==> src/rtl/csd_pkg.sv <==
package csd_pkg;
  typedef enum logic [2:0] {
    S_IDLE,
    S_RQ_LAST,
    S_WT_LAST,
    S_RQ_CNT,
    S_WT_CNT,
    S_RQ_ENT,
    S_WT_ENT,
    S_DONE
  } csd_state_e;
endpackage

==> src/rtl/csd_range.sv <==
module csd_range #(
  parameter int DATA_W = 16
) (
  input  logic [DATA_W-1:0] last_case,
  input  logic [DATA_W-1:0] sel,
  input  logic [DATA_W-1:0] count,
  output logic [DATA_W-1:0] idx,
  output logic              hit
);
  // distance down from the highest case; wraps for selectors above it
  always_comb begin
    idx = last_case - sel;
    hit = (idx < count);
  end
endmodule

==> src/rtl/csd_addr.sv <==
module csd_addr #(
  parameter int ADDR_W = 16,
  parameter int DATA_W = 16
) (
  input  logic [ADDR_W-1:0] base,
  input  logic [DATA_W-1:0] idx,
  input  logic [DATA_W-1:0] word,
  output logic [ADDR_W-1:0] a_cnt,
  output logic [ADDR_W-1:0] a_entry,
  output logic [ADDR_W-1:0] a_fall,
  output logic [ADDR_W-1:0] a_jump
);
  localparam logic [ADDR_W-1:0] HDR = ADDR_W'(2);
  localparam logic [ADDR_W-1:0] ONE = ADDR_W'(1);

  always_comb begin
    a_cnt   = base + ONE;
    a_entry = base + HDR + ADDR_W'(idx);
    a_fall  = base + HDR + ADDR_W'(word);
    a_jump  = a_entry + ADDR_W'(word);
  end
endmodule

==> src/rtl/csd_ctrl.sv <==
module csd_ctrl
  import csd_pkg::*;
(
  input  logic       clk,
  input  logic       rst_n,
  input  logic       start_valid,
  input  logic       rd_req_ready,
  input  logic       rd_rsp_valid,
  input  logic       hit,
  output csd_state_e state,
  output logic       start_fire,
  output logic       rd_req_valid,
  output logic       cap_last,
  output logic       cap_cnt,
  output logic       cap_ent,
  output logic       done
);
  csd_state_e nxt;

  always_comb begin
    start_fire   = (state == S_IDLE) && start_valid;
    rd_req_valid = (state == S_RQ_LAST) || (state == S_RQ_CNT) || (state == S_RQ_ENT);
    cap_last     = (state == S_WT_LAST) && rd_rsp_valid;
    cap_cnt      = (state == S_WT_CNT)  && rd_rsp_valid;
    cap_ent      = (state == S_WT_ENT)  && rd_rsp_valid;
    done         = (state == S_DONE);
    nxt          = state;
    unique case (state)
      S_IDLE:    if (start_valid)  nxt = S_RQ_LAST;
      S_RQ_LAST: if (rd_req_ready) nxt = S_WT_LAST;
      S_WT_LAST: if (rd_rsp_valid) nxt = S_RQ_CNT;
      S_RQ_CNT:  if (rd_req_ready) nxt = S_WT_CNT;
      S_WT_CNT:  if (rd_rsp_valid) nxt = hit ? S_RQ_ENT : S_DONE;
      S_RQ_ENT:  if (rd_req_ready) nxt = S_WT_ENT;
      S_WT_ENT:  if (rd_rsp_valid) nxt = S_DONE;
      S_DONE:    nxt = S_IDLE;
      default:   nxt = S_IDLE;
    endcase
  end

  always_ff @(posedge clk) begin
    if (!rst_n) state <= S_IDLE;
    else        state <= nxt;
  end

  // idle never overlaps a read request or a completion
  p_idle_excl_r1: assert property (@(posedge clk) disable iff (!rst_n)
    (state == S_IDLE) |-> (!rd_req_valid && !done));
  // an accepted request is followed by a cycle without a request
  p_single_read_r2: assert property (@(posedge clk) disable iff (!rst_n)
    (rd_req_valid && rd_req_ready) |=> !rd_req_valid);
  // completion lasts one cycle and returns to idle
  p_done_pulse_r7: assert property (@(posedge clk) disable iff (!rst_n)
    done |=> (!done && state == S_IDLE));
  // completion only follows a response
  p_done_after_rsp_r9: assert property (@(posedge clk) disable iff (!rst_n)
    $rose(done) |-> $past(rd_rsp_valid));
endmodule

==> src/rtl/case_dispatch.sv <==
module case_dispatch
  import csd_pkg::*;
#(
  parameter int ADDR_W = 16,
  parameter int DATA_W = 16
) (
  input  logic              clk,
  input  logic              rst_n,
  input  logic              start_valid,
  output logic              start_ready,
  input  logic [ADDR_W-1:0] start_base,
  input  logic [DATA_W-1:0] start_sel,
  output logic              rd_req_valid,
  input  logic              rd_req_ready,
  output logic [ADDR_W-1:0] rd_addr,
  input  logic              rd_rsp_valid,
  input  logic [DATA_W-1:0] rd_rsp_data,
  output logic              done,
  output logic [ADDR_W-1:0] next_pc,
  output logic              in_range
);
  csd_state_e        state;
  logic              start_fire, cap_last, cap_cnt, cap_ent, hit;
  logic [ADDR_W-1:0] base_q, a_cnt, a_entry, a_fall, a_jump, pc_q;
  logic [DATA_W-1:0] sel_q, last_q, idx_q, idx_now;
  logic              inr_q;

  csd_ctrl u_ctrl (
    .clk          (clk),
    .rst_n        (rst_n),
    .start_valid  (start_valid),
    .rd_req_ready (rd_req_ready),
    .rd_rsp_valid (rd_rsp_valid),
    .hit          (hit),
    .state        (state),
    .start_fire   (start_fire),
    .rd_req_valid (rd_req_valid),
    .cap_last     (cap_last),
    .cap_cnt      (cap_cnt),
    .cap_ent      (cap_ent),
    .done         (done)
  );

  csd_range #(.DATA_W(DATA_W)) u_range (
    .last_case (last_q),
    .sel       (sel_q),
    .count     (rd_rsp_data),
    .idx       (idx_now),
    .hit       (hit)
  );

  csd_addr #(.ADDR_W(ADDR_W), .DATA_W(DATA_W)) u_addr (
    .base    (base_q),
    .idx     (idx_q),
    .word    (rd_rsp_data),
    .a_cnt   (a_cnt),
    .a_entry (a_entry),
    .a_fall  (a_fall),
    .a_jump  (a_jump)
  );

  always_ff @(posedge clk) begin
    if (!rst_n) begin
      base_q <= '0;
      sel_q  <= '0;
      last_q <= '0;
      idx_q  <= '0;
      pc_q   <= '0;
      inr_q  <= 1'b0;
    end else begin
      if (start_fire) begin
        base_q <= start_base;
        sel_q  <= start_sel;
      end
      if (cap_last) last_q <= rd_rsp_data;
      if (cap_cnt) begin
        idx_q <= idx_now;
        if (!hit) begin
          pc_q  <= a_fall;
          inr_q <= 1'b0;
        end
      end
      if (cap_ent) begin
        pc_q  <= a_jump;
        inr_q <= 1'b1;
      end
    end
  end

  always_comb begin
    start_ready = (state == S_IDLE);
    next_pc     = pc_q;
    in_range    = inr_q;
    unique case (state)
      S_RQ_CNT: rd_addr = a_cnt;
      S_RQ_ENT: rd_addr = a_entry;
      default:  rd_addr = base_q;
    endcase
  end

  // a stalled request keeps its address
  p_req_hold_r2: assert property (@(posedge clk) disable iff (!rst_n)
    (rd_req_valid && !rd_req_ready) |=> (rd_req_valid && $stable(rd_addr)));
  // job parameters are frozen while busy
  p_busy_frozen_r1: assert property (@(posedge clk) disable iff (!rst_n)
    !start_ready |=> ($stable(base_q) && $stable(sel_q)));
  // result stays put in the cycle after completion
  p_result_hold_r7: assert property (@(posedge clk) disable iff (!rst_n)
    done |=> ($stable(next_pc) && $stable(in_range)));
endmodule

==> config.mk <==
export PLATFORM = sky130hd
export DESIGN_NAME = case_dispatch
export DESIGN_NICKNAME = d
export VERILOG_FILES = /design/src/rtl/csd_pkg.sv /design/src/rtl/csd_range.sv /design/src/rtl/csd_addr.sv /design/src/rtl/csd_ctrl.sv /design/src/rtl/case_dispatch.sv
export SDC_FILE = /design/constraint.sdc
export NUM_CORES = 1
export LEC_CHECK = 0
export ABC_AREA = 1
export BUFFER_PORTS_ARGS = -buffer_cell sky130_fd_sc_hd__buf_2
export CAP_MARGIN = 10
export CORE_UTILIZATION = 53
export DETAILED_ROUTE_END_ITERATION = 8
export GPL_ROUTABILITY_DRIVEN = 1
export GPL_TIMING_DRIVEN = 1
export MAX_ROUTING_LAYER = met4
export PLACE_DENSITY = 0.84
export SLEW_MARGIN = 20
export SYNTH_ARGS = -nofsm -noshare
export SYNTH_HDL_FRONTEND = slang
export SYNTH_SLANG_ARGS = --single-unit
==> constraint.sdc <==
create_clock -name clk -period 3.68 [get_ports clk]
set_clock_uncertainty 0.05 [all_clocks]
set_input_delay 0.552 -clock clk [delete_from_list [all_inputs] [get_ports clk]]
set_output_delay 0.552 -clock clk [all_outputs]
set_load 0.02 [all_outputs]
After elaboration in Yosys (flattened, before gate mapping)
Cells that the tools add are included.

Equal/unequal tests: 15. $lt $le $gt $ge: 1. Muxes and demuxes: 16. Reductions and logical operators: 10. Add/subtract/negate cells: 6.

Operators by type and width (count): $add A16 B16 Y16 (3); $mux W16 (3); $pmux W16 S2 (1); $pmux W3 S8 (1); $mux W3 (7); $add A16 B1 Y16 const B (1); $add A16 B2 Y16 const B (1); $lt A16 B16 Y1 (1); $ne A2 B2 Y1 const B (8); $sub A16 B16 Y16 (1); $eq A3 B3 Y1 const B (4); $reduce_and A7 Y1 (1); $eq A3 B2 Y1 const B (2); $logic_and A1 B1 Y1 (4); $eq A3 B1 Y1 const B (1); $logic_not A3 Y1 (1); $mux W1 (3); $logic_or A1 B1 Y1 (2); $mux W2 (1); $reduce_and A2 Y1 (1); $reduce_bool A2 Y1 (1).

Register bits: 84. Input bits: 53. Logic and storage cells: 55. Output and inout port bits: 36.

Longest topological paths before layout
Gate-level depths: netlist (run 1).

Depth in word-level cells: 5. Mapped depth: 26.

Hierarchy
From an unflattened synthesis (run 1), not the netlist that was laid out.

Cells, all modules: 1280. Area, all modules: 8179.1 um^2.

By module, submodules not included: case_dispatch (sequential area each 1621.6 um^2, area an instance 3714.8 um^2, cells each 534, times used 1); csd_addr (sequential area each 0.0 um^2, area an instance 2821.5 um^2, cells each 446, times used 1); csd_range (sequential area each 0.0 um^2, area an instance 1382.6 um^2, cells each 258, times used 1); csd_ctrl (sequential area each 60.1 um^2, area an instance 260.2 um^2, cells each 42, times used 1).

Worst setup path before layout (run 1)
No wires, ideal clock.

Path type: reg-to-reg. Start: register base_q[1]. End: register pc_q[14], in the netlist next_pc[14]. Setup time: 132 ps. Data arrival time: 3349 ps. Data required time: 3498 ps. Slack: 149 ps. Buffers on the path: 0. Stages on the path, launching flop included: 25. Cells stage by stage: dfxtp_1 > inv_1 > nor3_1 > inv_1 > nor2_1 > xor2_1 > ha_1 > nand2_1 > inv_1 > a21oi_1 > nand2_1 > inv_1 > nor2_1 > nor2_1 > o21bai_1 > xnor2_1 > o21ai_0 > ha_1 > a21oi_1 > o31ai_1 > a21oi_1 > nand2_1 > xor2_1 > nand2_1 > a21oi_1.

Longest elaborated chain between the ends: 5.

Ends and longest elaborated chain: from (decl) (line case_dispatch.sv:24) `logic [ADDR_W-1:0] base_q, a_cnt, a_entry, a_fall, a_jump, pc_q;`; from (signal assigned) (line case_dispatch.sv:72) `base_q <= start_base;`; $add A16 B2 Y16 (*) (line csd_addr.sv:18, csd_addr.sv:19); parallel branches: the longest is 3 deep, another holds $add A16 B16 Y16; $mux W16 (*) (line case_dispatch.sv:83) `if (cap_ent) begin`; to (signal assigned) (line case_dispatch.sv:79) `pc_q <= a_fall;`; to (signal assigned) (line case_dispatch.sv:84) `pc_q <= a_jump;`; to (decl) (line case_dispatch.sv:24).

Every way passes the cells marked *. The select of a mux whose other input is x is not followed. A chain may end at the register's enable or synchronous reset.

Final worst setup path (run 1)
Start: register base_q[2]. End: register pc_q[14], in the netlist next_pc[14].

The elaborated chain is that of the path after synthesis.

==> results of run 1 <==
==> where the power goes <==
group	switching, uW	internal, uW	total, uW
Combinational	1470	987	2460
Clock	396	477	873
Sequential	89.9	1030	1120
Total	1960	2490	4450
==> per-layer routing <==
| metal | up-vias | routed length, um |
|---|---|---|
| li1 | 3396 | - |
| met1 | 3255 | 8080 |
| met2 | 345 | 9510 |
| met3 | 83 | 1410 |
| met4 | 0 | 777 |
| met5 | - | 0 |
==> registers in the layout (all words and copies together), names as in the netlist <==
register      flops
u_ctrl.state      3
last_q           16
next_pc          16
in_range          1
idx_q            16
base_q           16
sel_q            16
==> logic make-up after synthesis <==
family | count (synthesis)
DFF | 84
and+or+nand+nor | 330
xor gates and xnor gates | 47
buffers and inverters | 158
AOI/OAI and AO/OA | 253
adders and majority gates | 68
==> final cells by class <==
| class | instances | area [um2] |
|---|---|---|
| fill | 866 | 3260 |
| inverter | 132 | 505 |
| timing repair buffer | 152 | 943 |
| tap | 143 | 179 |
| clock inverter | 5 | 36.3 |
| clock buffer | 11 | 243 |
| sequential | 84 | 1700 |
| multi-input combinational | 698 | 4700 |
==> through the flow <==
step	TNS [ns]	worst slack (ns)	total power (uW)
2_1_floorplan	0	0.149	2600
3_3_place_gp	-0.276	-0.126	3110
3_5_place_dp	-0.780	-0.218	3150
4_1_cts	0	0.000979	4100
5_1_grt	-2.80	-0.364	4770
6_report	-0.805	-0.165	4450
==> what timing repair did <==
action                                  CTS  global route
gates resized for setup                  33           117
hold endpoints to repair                  0             0
setup buffers                             9            16
pin swaps                                23            47
endpoints found under the setup margin   11            22
cloned                                    0             0
==> placed cells by master (no fill, tap or decap), types with 7 or more instances in the layout <==
cell type | netlist | layout
xnor2_1 | 10 | 8
o21ai_1 | 1 | 8
a21oi_2 | 1 | 13
nor2_4 | 2 | 8
xor2_1 | 37 | 25
dfxtp_1 | 84 | 76
nor2_1 | 82 | 71
inv_1 | 129 | 121
clkbuf_16 | 0 | 9
inv_2 | 2 | 8
ha_4 | 0 | 14
ha_1 | 65 | 49
nand3_2 | 1 | 9
nand3_1 | 50 | 41
nand2_2 | 3 | 13
buf_4 | 0 | 63
nand2_1 | 158 | 145
a31oi_1 | 12 | 10
xor2_2 | 0 | 10
o21ai_0 | 105 | 94
a21oi_1 | 104 | 92
nor2_2 | 2 | 7
buf_2 | 1 | 85
o211ai_1 | 7 | 7
==> final timing paths <==
path / from / endpoint
max reg2reg: base_q[2] / next_pc[14]
max: base_q[2] / next_pc[14]
min: next_pc[3] / next_pc[3]
min reg2reg: next_pc[3] / next_pc[3]
==> critical path, stage by stage, from the launching register on <==
cell and delay (ns):
dfxtp_4 0.39, inv_4 0.04, nor3_4 0.20, inv_2 0.08, nor2_4 0.16, xor2_2 0.24
ha_4 0.26, nand2_4 0.09, inv_2 0.04, a21oi_2 0.16, nand2_4 0.10, buf_6 0.13
inv_4 0.04, nor2_4 0.04, nor2_4 0.09, o21bai_1 0.08, xnor2_1 0.26, o21ai_2 0.12
ha_1 0.34, a21oi_2 0.15, o31ai_2 0.08, a21oi_1 0.15, nand2_1 0.10, xor2_1 0.17
nand2_1 0.07, a21oi_1 0.06
==> impl_metrics.csv, run 1 <==
group,metric,value,unit
synthesis,yosys_most_used_dff,"dfxtp_1",
route,drc,6,
global_route,met2_usage,49.8,%
clock_tree,numCtsBuffers,9,
clock_tree,cts_buffer_depth,2,
global_route,grt_busiest_layer,"met2",
timing,layout_min_cycle_time,3.85,ns
die,fp.dieH,112,um
synthesis,synth.net_count,1061,
die,io_pins,89,
synthesis,synth-simple-area-share,22.3,%
synthesis,synth_seq_area_share,26.4,%
route,viasPerCell,5.78,
global_route,grt_usage,30.2,%
setup_path,reg2reg_depth,25,
die,fp.dieW,112,um
synthesis,synth_top_family_by_area,"simple AND/OR/NAND/NOR gates",
setup_path,critPathKind,"flop to flop",
global_route,first_global_vias,6358,
timing,worstMarginPinSlew,1.01,ns
synthesis,synth_common_cells,"nand2_1 (158), inv_1 (129), o21ai_0 (105)",
hold_path,min_path_cells,2,
route,ant_nets,0,
placed_design,place_area,7170,um2
global_route,grt_overflow_total,0,
finish,final_layout_size_suffix_gt1_share,27.1,%
timing,rsz0062_at_grt,"yes",
timing,fin_crit_sh,104,%
synthesis,synth_cell_types,45,
power,p_leak,0.00406,uW
setup_path,cp.required,3.83,ns
synthesis,syn_avg_cell_area,6.77,um2
synthesis,synth_area_leader_cell,"dfxtp_1",
setup_path,reg2reg_slack,-0.17,ns
global_route,grt_util_met3,5.39,%
clock_tree,root_buffer,"clkbuf_16",
finish,final_area,8310,um2
finish,post-route-util,71.8,%
die,dieArea,12400,um2
finish,areaGrowthSynthToFinish,30.6,%
global_route,antenna_found_initial,0,
finish,antenna_cells,0,
synthesis,yosys.area.top_type_share,26.4,%
timing,setup_violations,8,
placed_design,gp_congestion,0.993,
timing,relSlewSlack,32.5,%
timing,setup_slack,-0.165,ns
global_route,grt_first_pass_wirelength,29.3,mm
route,drt_wl_total,19.8,mm
hold_path,hold_path_class,"flop to flop",
clock_tree,cts.reportedPaths.clkPinSlew,0.07,ns
die,core_area,11600,um2
setup_path,crit_fanout,4,
synthesis,synth_compound_area_share,21.5,%
route,num_vias,7079,
die,start_util,55.0,%
synthesis,synthXorXnorAreaFrac,6.47,%
synthesis,syn_inst,940,
route,dr.pass1.iters,7,
synthesis,yosys_warnings,0,
placed_design,portBuffers,88,
clock_tree,clock_sinks,84,
die,rows,39,
finish,instances_no_fill,1225,
setup_path,start_kind,"flop",
setup_path,critPathCaptureType,"flop",
synthesis,synth_fa_ha_area_share,13.7,%
global_route,grt_use_met1,37.3,%
power,ir_worst_vdd,0.000464,V
global_route,grt_max_degree,62,
clock_tree,clkLatencyLatePin,0.36,ns
route,wl_per_cell,16.1,um
run_status,status,"complete, but fails checks",
timing,maxSlewViolCount,0,
clock_tree,cts_hold_buffers,0,
timing,final-hold-violation-count,0,
timing,whs,0.410,ns
timing,fmax,0.260,GHz
flow_run,drv_cap,0,
route,drt_first_iter_violations,697,
setup_path,worst_ep_arrival_time,4.00,ns
synthesis,yosysMostFrequentCell,"nand2_1",
run_status,violations,"DRC, setup timing",
synthesis,synth.area.mux_share,0,%
synthesis,syn_area,6360,um2
synthesis,synth.area.top_cells,"dfxtp_1 (26%), ha_1 (13%), nand2_1 (9.3%)",
clock_tree,h-tree-depth,3,
placed_design,place_hpwl,13.2,mm
clock_tree,cts_tree,"done",
synthesis,async_reset_ff_share,0,%
finish,final_nets,1198,
synthesis,ys_ff_latch,84,
synthesis,synth_edf_count,0,
power,p_per_area,536,nW/um2
placed_design,dp.cells,1184,
No activity file was read; power rests on OpenSTA's default activity.
==> run 2, diff against run 1 <==
Settings changed: ABC_AREA 1 to not set, CORE_MARGIN set to 5, PLACE_DENSITY 0.84 to 0.83.
==> impl_metrics.csv, run 2 <==
group,metric,value,unit
placed_design,portBuffers,88,
setup_path,critPathKind,"flop to output port",
synthesis,syn_inst,877,
synthesis,synth_fa_ha_area_share,13.4,%
run_status,violations,"setup timing",
global_route,grt_util_met3,5.05,%
hold_path,worstHoldStart,"start_sel[1]",
finish,final_layout_size_suffix_gt1_share,37.4,%
synthesis,yosys_warnings,0,
timing,worstMarginPinSlew,0.885,ns
synthesis,async_reset_ff_share,0,%
setup_path,cp.required,3.08,ns
power,netSwitchingPower,1380,uW
synthesis,yosys_most_used_dff,"dfxtp_1",
run_status,status,"complete, but fails checks",
route,num_vias,7603,
synthesis,synthXorXnorAreaFrac,7.40,%
die,fp.dieH,121,um
route,dr.pass1.iters,5,
finish,post-route-util,77.8,%
die,dieArea,14600,um2
power,internal-power,2350,uW
clock_tree,numCtsBuffers,9,
synthesis,synth_edf_count,0,
synthesis,synth.net_count,998,
global_route,grt_first_pass_wirelength,35.1,mm
synthesis,synth.area.top_cells,"dfxtp_1 (26%), ha_1 (12%), nand2_1 (9.2%)",
synthesis,synth_compound_area_share,25.5,%
timing,relSlewSlack,41.0,%
timing,fin_crit_sh,111,%
finish,fillers,748,
synthesis,synth_common_cells,"nand2_1 (160), a21oi_1 (110), dfxtp_1 (84)",
synthesis,yosysMostFrequentCell,"nand2_1",
setup_path,worst_ep_arrival_time,3.48,ns
route,ant_nets,0,
timing,fmax,0.245,GHz
global_route,antenna_found_initial,0,
die,rows,40,
finish,final_cell_mix,"buf_4 (168), nand2_1 (153), a21oi_1 (96)",
hold_path,min_path_cells,3,
clock_tree,clock_sinks,84,
placed_design,place_hpwl,15.6,mm
route,drt_first_iter_violations,773,
timing,layout_min_cycle_time,4.09,ns
global_route,grt_max_degree,51,
route,drt_wl_total,24.3,mm
setup_path,reg2reg_depth,19,
setup_path,start_kind,"flop",
power,pwr-share-seq,27.2,%
synthesis,synth-simple-area-share,22.0,%
global_route,first_global_vias,7097,
finish,final_nets,1227,
clock_tree,cts.reportedPaths.clkPinSlew,0.06,ns
route,drc,0,
clock_tree,cts_tree,"done",
route,wl_per_cell,19.3,um
die,io_pins,89,
power,design_power_total,3740,uW
setup_path,crit_fanout,5,
power,p_comb_share,47.3,%
finish,antenna_cells,0,
power,ir_worst_vdd,0.000273,V
synthesis,ys_ff_latch,84,
setup_path,critPathCaptureType,"output port",
setup_path,r2r-start,"base_q[2]",
die,fp.dieW,121,um
finish,final_common_cell,"buf_4",
clock_tree,cts_buffer_depth,2,
hold_path,min_to,"sel_q[1]",
setup_path,r2r_end,"next_pc[15]",
power,p_per_area,400,nW/um2
power,power_frac_clock,25.6,%
timing,setup_slack,-0.407,ns
finish,areaGrowthSynthToFinish,43.6,%
timing,rsz0062_at_grt,"yes",
hold_path,hold_path_class,"input pin to flop",
setup_path,reg2reg_slack,-0.35,ns
synthesis,syn_area,6510,um2
global_route,grt_busiest_layer,"met2",
clock_tree,clkLatencyLatePin,0.36,ns
timing,whs,0.376,ns
synthesis,syn_avg_cell_area,7.42,um2
synthesis,synth_top_family_by_area,"compound AO/OA/AOI/OAI gates",
die,start_util,54.2,%
power,switching_share,37.0,%
global_route,met2_usage,50.9,%
placed_design,gp_congestion,0.976,
clock_tree,cts_hold_buffers,0,
synthesis,synth.area.mux_share,0.154,%
timing,final-hold-violation-count,0,
synthesis,synth_seq_area_share,25.8,%
clock_tree,root_buffer,"clkbuf_16",
synthesis,synth_cell_types,71,
global_route,grt_use_met1,37.0,%
power,p_leak,0.00414,uW
timing,setup_violations,23,
timing,maxSlewViolCount,0,
die,core_area,12000,um2
synthesis,yosys.area.top_type_share,25.8,%
route,viasPerCell,6.04,
clock_tree,h-tree-depth,3,
synthesis,synth_area_leader_cell,"dfxtp_1",
flow_run,drv_cap,0,
placed_design,pre_cts_slack,-0.352,ns
global_route,grt_usage,30.7,%
global_route,grt_overflow_total,0,
[run 2: power by group through the flow]
stage                     sequential (uW)  clock, uW  combinational, uW
final                                1010        956               1770
after floorplan                      1010          0                869
after detailed placement             1030          0               1370
after global placement               1020          0               1340
after global routing                 1020        994               1890
after CTS                            1010        952               1530
[run 2: how the worst max path moves through the flow]
stage	slack, ns	to	startpoint
floorplan	-0.02	next_pc[15]	base_q[1]
finish	-0.41	rd_addr[15]	base_q[1]
detailed placement	-0.35	next_pc[15]	base_q[4]
global placement	-0.28	next_pc[15]	base_q[4]
CTS	-0.28	next_pc[15]	last_q[0]
global route	-0.53	next_pc[15]	base_q[2]
[run 2: stage by stage]
step / TNS [ns] / instance area (um2) / std cells
2_1_floorplan: -0.0221 / 6600 / 877
3_3_place_gp: -1.58 / 8000 / 1197
3_5_place_dp: -4.39 / 8000 / 1197
4_1_cts: -4.37 / 8740 / 1231
5_1_grt: -8.35 / 9350 / 1258
6_report: -5.17 / 9350 / 1258
[run 2: area by class of cell]
class | instances | area, um2 | share of cell area [%]
sequential | 84 | 1710 | 18.3
multi-input combinational | 703 | 5140 | 54.9
clock inverter | 6 | 61.3 | 0.656
timing repair buffer | 263 | 1850 | 19.8
clock buffer | 10 | 239 | 2.56
inverter | 45 | 169 | 1.81
tap | 147 | 184 | 1.97
[run 2: logic make-up after synthesis]
kind of cell / count (synthesis)
mux: 1
buf+inv: 90
flops: 84
simple gates: 329
fa+ha+maj: 68
compound gates: 250
xor+xnor: 55
[run 2: worst max-delay path: stages, from the launching register on]
cell and delay, ns:
dfxtp_4 0.40, ha_4 0.20, nand2_2 0.08, nor2_1 0.12
nand2_1 0.12, xnor2_2 0.21, ha_4 0.32, nand3_1 0.18
o21ai_4 0.22, a31oi_4 0.12, buf_6 0.14, o21ai_4 0.18
xor2_2 0.26, xnor2_2 0.12, a221o_1 0.32, buf_6 0.14
[run 2: routing by layer]
layer	share of wire [%]	wire, um
met1	38	9320
met2	48	11700
met3	8.4	2050
met4	4.9	1180
met5	0	0
[run 2: repair_timing]
action / in CTS / in global routing
resized for setup: 71 / 69
pin swaps: 43 / 78
gates cloned: 1 / 1
endpoints found under the setup margin: 23 / 24
setup buffers: 18 / 27
